===== config.mk =====
export PLATFORM = sky130hd
export DESIGN_NAME = int_exec_stage
export DESIGN_NICKNAME = d
export VERILOG_FILES = /design/src/rtl/int_exec_stage.sv
export SDC_FILE = /design/constraint.sdc
export NUM_CORES = 2
export LEC_CHECK = 0
export BUFFER_PORTS_ARGS = -buffer_cell sky130_fd_sc_hd__buf_2
export CAP_MARGIN = 25
export CORE_MARGIN = 2
export CORE_UTILIZATION = 62
export DETAILED_ROUTE_END_ITERATION = 16
export PLACE_DENSITY = 0.79
export SYNTH_ARGS = -nofsm -noshare
export SYNTH_HDL_FRONTEND = slang
export SYNTH_SLANG_ARGS = --single-unit

===== constraint.sdc =====
create_clock -name vclk -period 28.1
set_input_delay 8.43 -clock vclk [all_inputs]
set_output_delay 8.43 -clock vclk [all_outputs]
set_load 0.01 [all_outputs]

===== src/rtl/int_exec_stage.sv =====
module int_exec_stage #(
  parameter bit HAS_MUL   = 1'b1,
  parameter bit HAS_SHIFT = 1'b1,
  parameter bit HAS_SEXT  = 1'b1,
  parameter bit HAS_DIV   = 1'b1
) (
  input  logic [31:0] instr,
  input  logic [31:0] src_a,
  input  logic [31:0] src_b,
  output logic [4:0]  wr_idx,
  output logic        wr_en,
  output logic [31:0] result,
  output logic        illegal,
  output logic        halt,
  output logic        div_zero
);
  localparam logic [4:0] C_SHR_L = 5'd0,  C_NOR  = 5'd1,  C_MUL  = 5'd2,  C_DIV   = 5'd3;
  localparam logic [4:0] C_SHR_A = 5'd5,  C_XOR  = 5'd6,  C_RSV7 = 5'd7,  C_AND   = 5'd8;
  localparam logic [4:0] C_XNOR  = 5'd9,  C_RSVA = 5'd10, C_EXTB = 5'd12, C_ADD   = 5'd13;
  localparam logic [4:0] C_OR    = 5'd14, C_SHL  = 5'd15, C_REM  = 5'd17, C_SUB   = 5'd18;
  localparam logic [4:0] C_RSVU  = 5'd19, C_RSVL = 5'd21, C_EXTH = 5'd23, C_ANDHI = 5'd24;
  localparam logic [4:0] C_EQ    = 5'd25, C_GT   = 5'd26, C_GE   = 5'd27, C_GEU   = 5'd28;
  localparam logic [4:0] C_GTU   = 5'd29, C_ORHI = 5'd30, C_NE   = 5'd31;

  logic        is_rr;
  logic [4:0]  code, shamt;
  logic [31:0] imm_s, imm_z, imm_h, opb;
  logic        writes, is_cmp;

  assign is_rr  = instr[31];
  assign code   = instr[30:26];
  assign wr_idx = is_rr ? instr[15:11] : instr[20:16];
  assign imm_s  = {{16{instr[15]}}, instr[15:0]};
  assign imm_z  = {16'h0000, instr[15:0]};
  assign imm_h  = {instr[15:0], 16'h0000};
  assign shamt  = is_rr ? src_b[4:0] : instr[4:0];
  assign is_cmp = (code == C_EQ) || (code == C_GT) || (code == C_GE) ||
                  (code == C_GEU) || (code == C_GTU) || (code == C_NE);

  always_comb begin
    if (is_rr)
      opb = src_b;
    else if (code == C_ADD || code == C_MUL || code == C_EQ || code == C_GT ||
             code == C_GE || code == C_NE)
      opb = imm_s;
    else
      opb = imm_z;
  end

  always_comb begin
    result   = '0;
    writes   = 1'b0;
    illegal  = 1'b0;
    halt     = 1'b0;
    div_zero = 1'b0;
    unique case (code)
      C_SHR_L: begin
        writes = 1'b1;
        result = src_a >> shamt;
        if (!HAS_SHIFT && shamt != 5'd1) illegal = 1'b1;
      end
      C_SHR_A: begin
        writes = 1'b1;
        result = $signed(src_a) >>> shamt;
        if (!HAS_SHIFT && shamt != 5'd1) illegal = 1'b1;
      end
      C_SHL: begin
        writes = 1'b1;
        result = src_a << shamt;
        if (!HAS_SHIFT) illegal = 1'b1;
      end
      C_NOR:  begin writes = 1'b1; result = ~(src_a | opb); end
      C_XOR:  begin writes = 1'b1; result = src_a ^ opb; end
      C_XNOR: begin writes = 1'b1; result = ~(src_a ^ opb); end
      C_OR:   begin writes = 1'b1; result = src_a | opb; end
      C_ADD:  begin writes = 1'b1; result = src_a + opb; end
      C_AND: begin
        if (is_rr && instr[25:11] == 15'd0) halt = 1'b1;
        else begin writes = 1'b1; result = src_a & opb; end
      end
      C_MUL: begin
        writes = 1'b1;
        result = src_a * opb;
        if (!HAS_MUL) illegal = 1'b1;
      end
      C_EQ:  begin writes = 1'b1; result = {31'd0, src_a == opb}; end
      C_NE:  begin writes = 1'b1; result = {31'd0, src_a != opb}; end
      C_GT:  begin writes = 1'b1; result = {31'd0, $signed(src_a) > $signed(opb)}; end
      C_GE:  begin writes = 1'b1; result = {31'd0, $signed(src_a) >= $signed(opb)}; end
      C_GTU: begin writes = 1'b1; result = {31'd0, src_a > opb}; end
      C_GEU: begin writes = 1'b1; result = {31'd0, src_a >= opb}; end
      C_ANDHI: if (!is_rr) begin writes = 1'b1; result = src_a & imm_h; end
      C_ORHI:  if (!is_rr) begin writes = 1'b1; result = src_a | imm_h; end
      C_DIV, C_REM: if (is_rr) begin
        if (!HAS_DIV) illegal = 1'b1;
        else if (src_b == 32'd0) div_zero = 1'b1;
      end
      C_SUB: if (is_rr) begin writes = 1'b1; result = src_a - src_b; end
      C_EXTB: if (is_rr) begin
        writes = 1'b1;
        result = {{24{src_a[7]}}, src_a[7:0]};
        if (!HAS_SEXT) illegal = 1'b1;
      end
      C_EXTH: if (is_rr) begin
        writes = 1'b1;
        result = {{16{src_a[15]}}, src_a[15:0]};
        if (!HAS_SEXT) illegal = 1'b1;
      end
      C_RSV7, C_RSVA, C_RSVU, C_RSVL: if (is_rr) illegal = 1'b1;
      default: ;
    endcase
  end

  assign wr_en = writes && !illegal && (wr_idx != 5'd0);

  always_comb begin
    p_no_write_r0_r2:       assert (!wr_en || wr_idx != 5'd0);
    p_one_flag_r12:         assert ($onehot0({illegal, halt, div_zero}));
    p_trap_blocks_write_r12: assert (!illegal || !wr_en);
    p_zero_divisor_r11:     assert (!div_zero || (src_b == 32'd0 && is_rr && !wr_en));
    p_halt_fields_r10:      assert (!halt || (instr[25:11] == 15'd0 && !wr_en));
    p_cmp_is_bit_r6:        assert (!(wr_en && is_cmp) || result[31:1] == 31'd0);
  end
endmodule


==> results_dict.tcl <==
set metrics [dict create \
    maxCapViolations 0 \
    numPlacedInstances 4091 \
    slew-limit-headroom 0.2521 \
    start_util 0.6242 \
    synth_seq_area_share 0 \
    gr-total-overflow 0 \
    final_period_minus_worst_setup_slack_ps 26000 \
    fillCellCount 3738 \
    route.final.wire_length_um 122500 \
    io-pin-count 137 \
    min_period_over_period 0.9254 \
    mappedNetlistNets 4326 \
    post_cts_hold_buffers 0 \
    finalInstanceArea_mm2 0.02772 \
    worst_tran_pin_value_ps 1115 \
    final.setup.tns_ps 0 \
    die-width_um 211.6 \
    ys_warn_count 0 \
    synthDominantCellAreaShare 0.3073 \
    grt_pass1_wl_um 178200 \
    drcViolationCount 0 \
    critical_path_class "input port to output pin" \
    avgViaCountPerCell 6.871 \
    flops_and_latches 0 \
    grt_pass1_vias 27160 \
    maxSlewViolCount 0 \
    finalWorstSetupSlack_ps 2097 \
    min_path_cells 3 \
    timing.hold.worst_endpoint "wr_idx[4]" \
    seq_area_um2 0 \
    synthDistinctLibCells 93 \
    syn_area_mm2 0.02671 \
    gpl.final_weighted_congestion 1.080 \
    dp_slack_ps 2302 \
    worst-path-max-fanout 27 \
    die_area_mm2 0.04475 \
    vias 28130 \
    ys_top_cells_by_area "fa_1 31%, ha_1 12%, inv_1 8.4%, nand2_1 7.5%, mux2i_1 4.4%" \
    wirelength_per_cell_um 29.93 \
    yosys-top-cells-count "595 x inv_1, 537 x nand2_1, 410 x fa_1" \
    syn_area_per_cell_um2 7.483 \
    final_cell_count_no_fill 4094 \
    fp.dieH_um 211.6 \
    cell_seen_most_often_among_critical_path_stages "fa_1" \
    hold_violations 0 \
    placement.cell_area_mm2 0.02771 \
    synth_area_leader_cell "fa_1" \
    max_freq_mhz 38.46 \
    floorplan.core_area_mm2 0.04279 \
    area_delta_synth_final_pct 3.780 \
    synthCells 3569 \
    cp-end-kind "output pin" \
    cts_repair_resize_count 0 \
    final-setup-viol-count 0 \
    fin_nets 4305 \
    grt_setup_unrepaired "false" \
    detail_route_antenna_nets 0 \
    min-delay-path-class "input port to output pin" \
    number_of_post_cts_setup_repair_buffers 0 \
    crit_path_max_incr_delay_ps 590 \
    globalRouteTotalUtil 0.5493 \
    critical_path_arrival_ps 17570 \
    holdCritStartpoint "instr[20]" \
    critPathRequiredTime_ps 19670 \
    worst_setup_path_start_kind "input port" \
    dp_hpwl_um 91780 \
    pin_count_of_the_biggest_net_entering_global_routing 56 \
    timing.critical_path.slowest_stage_cell "or3_1" \
    most_used_standard_cell_by_instance_count_after_synthesis "inv_1" \
    result_of_the_run "finished clean" \
    drive_above_1_share 0.07445 \
    clkbuf_count 0 \
    antenna_found_initial 5 \
    dr.first_iter.drc_count 4050 \
    numPortBuffers 137 \
    drt_pre_antenna_iters 8 \
    std_cell_rows 76 \
]
[per-stage QoR]
stage | utilization | hold slack, ps
2_1_floorplan | - | 17000
3_3_place_gp | 0.6472 | 17210
3_5_place_dp | 0.6475 | 17210
4_1_cts | 0.6475 | 17210
5_1_grt | 0.6476 | 17230
6_report | 0.6477 | 17220
[worst max path at each step]
stage | startpoint | end | slack [ps] | depth (start not counted)
after global placement | instr[28] | result[28] | 2390 | 28
after global routing | instr[28] | result[28] | 1940 | 28
final | instr[28] | result[28] | 2100 | 28
after detailed placement | instr[28] | result[28] | 2300 | 28
after floorplan | instr[31] | result[30] | 3180 | 31
after CTS | instr[28] | result[28] | 2300 | 28
[routing by layer]
| layer | vias to the layer above | share of wire | track usage |
|---|---|---|---|
| met5 | - | 0.00014 | 0 |
| met3 | 676 | 0.16 | 0.2218 |
| met2 | 2339 | 0.40 | 0.7712 |
| met4 | 2 | 0.092 | 0.3730 |
| li1 | 11590 | - | - |
| met1 | 13520 | 0.35 | 0.6903 |
[layout make-up]
cell class	count	area [µm²]	area share
timing repair buffer	199	1155	0.04166
tap	546	683.2	0.02465
antenna	2	5.005	0.0001806
inverter	608	2285	0.08243
multi-input combinational	2739	23590	0.8511
[critical path, delay by kind of cell]
kind | cells | cell delay [ps]
AO/OA/AOI/OAI | 7 | 1850
adder cells (fa/ha/maj) | 9 | 4320
AND/OR/NAND/NOR | 4 | 1080
multiplexers | 2 | 540
buffers and inverters | 6 | 1310
[cells by family after synthesis]
kind of cell | after synthesis | synth area share
fa+ha+maj | 661 | 0.4249
simple gates | 1094 | 0.1747
xor+xnor | 138 | 0.04628
buf+inv | 830 | 0.1192
compound gates | 699 | 0.1750
mux | 147 | 0.05996
[placed cells by master, fill, tap and decap left out, types with 74 or more instances in the layout]
master	n
a21oi_1	185
fa_1	410
a21o_1	74
mux2i_1	115
buf_2	137
nor2_1	310
nand2_1	537
inv_1	593
ha_1	251
xnor2_1	93
o21ai_0	94
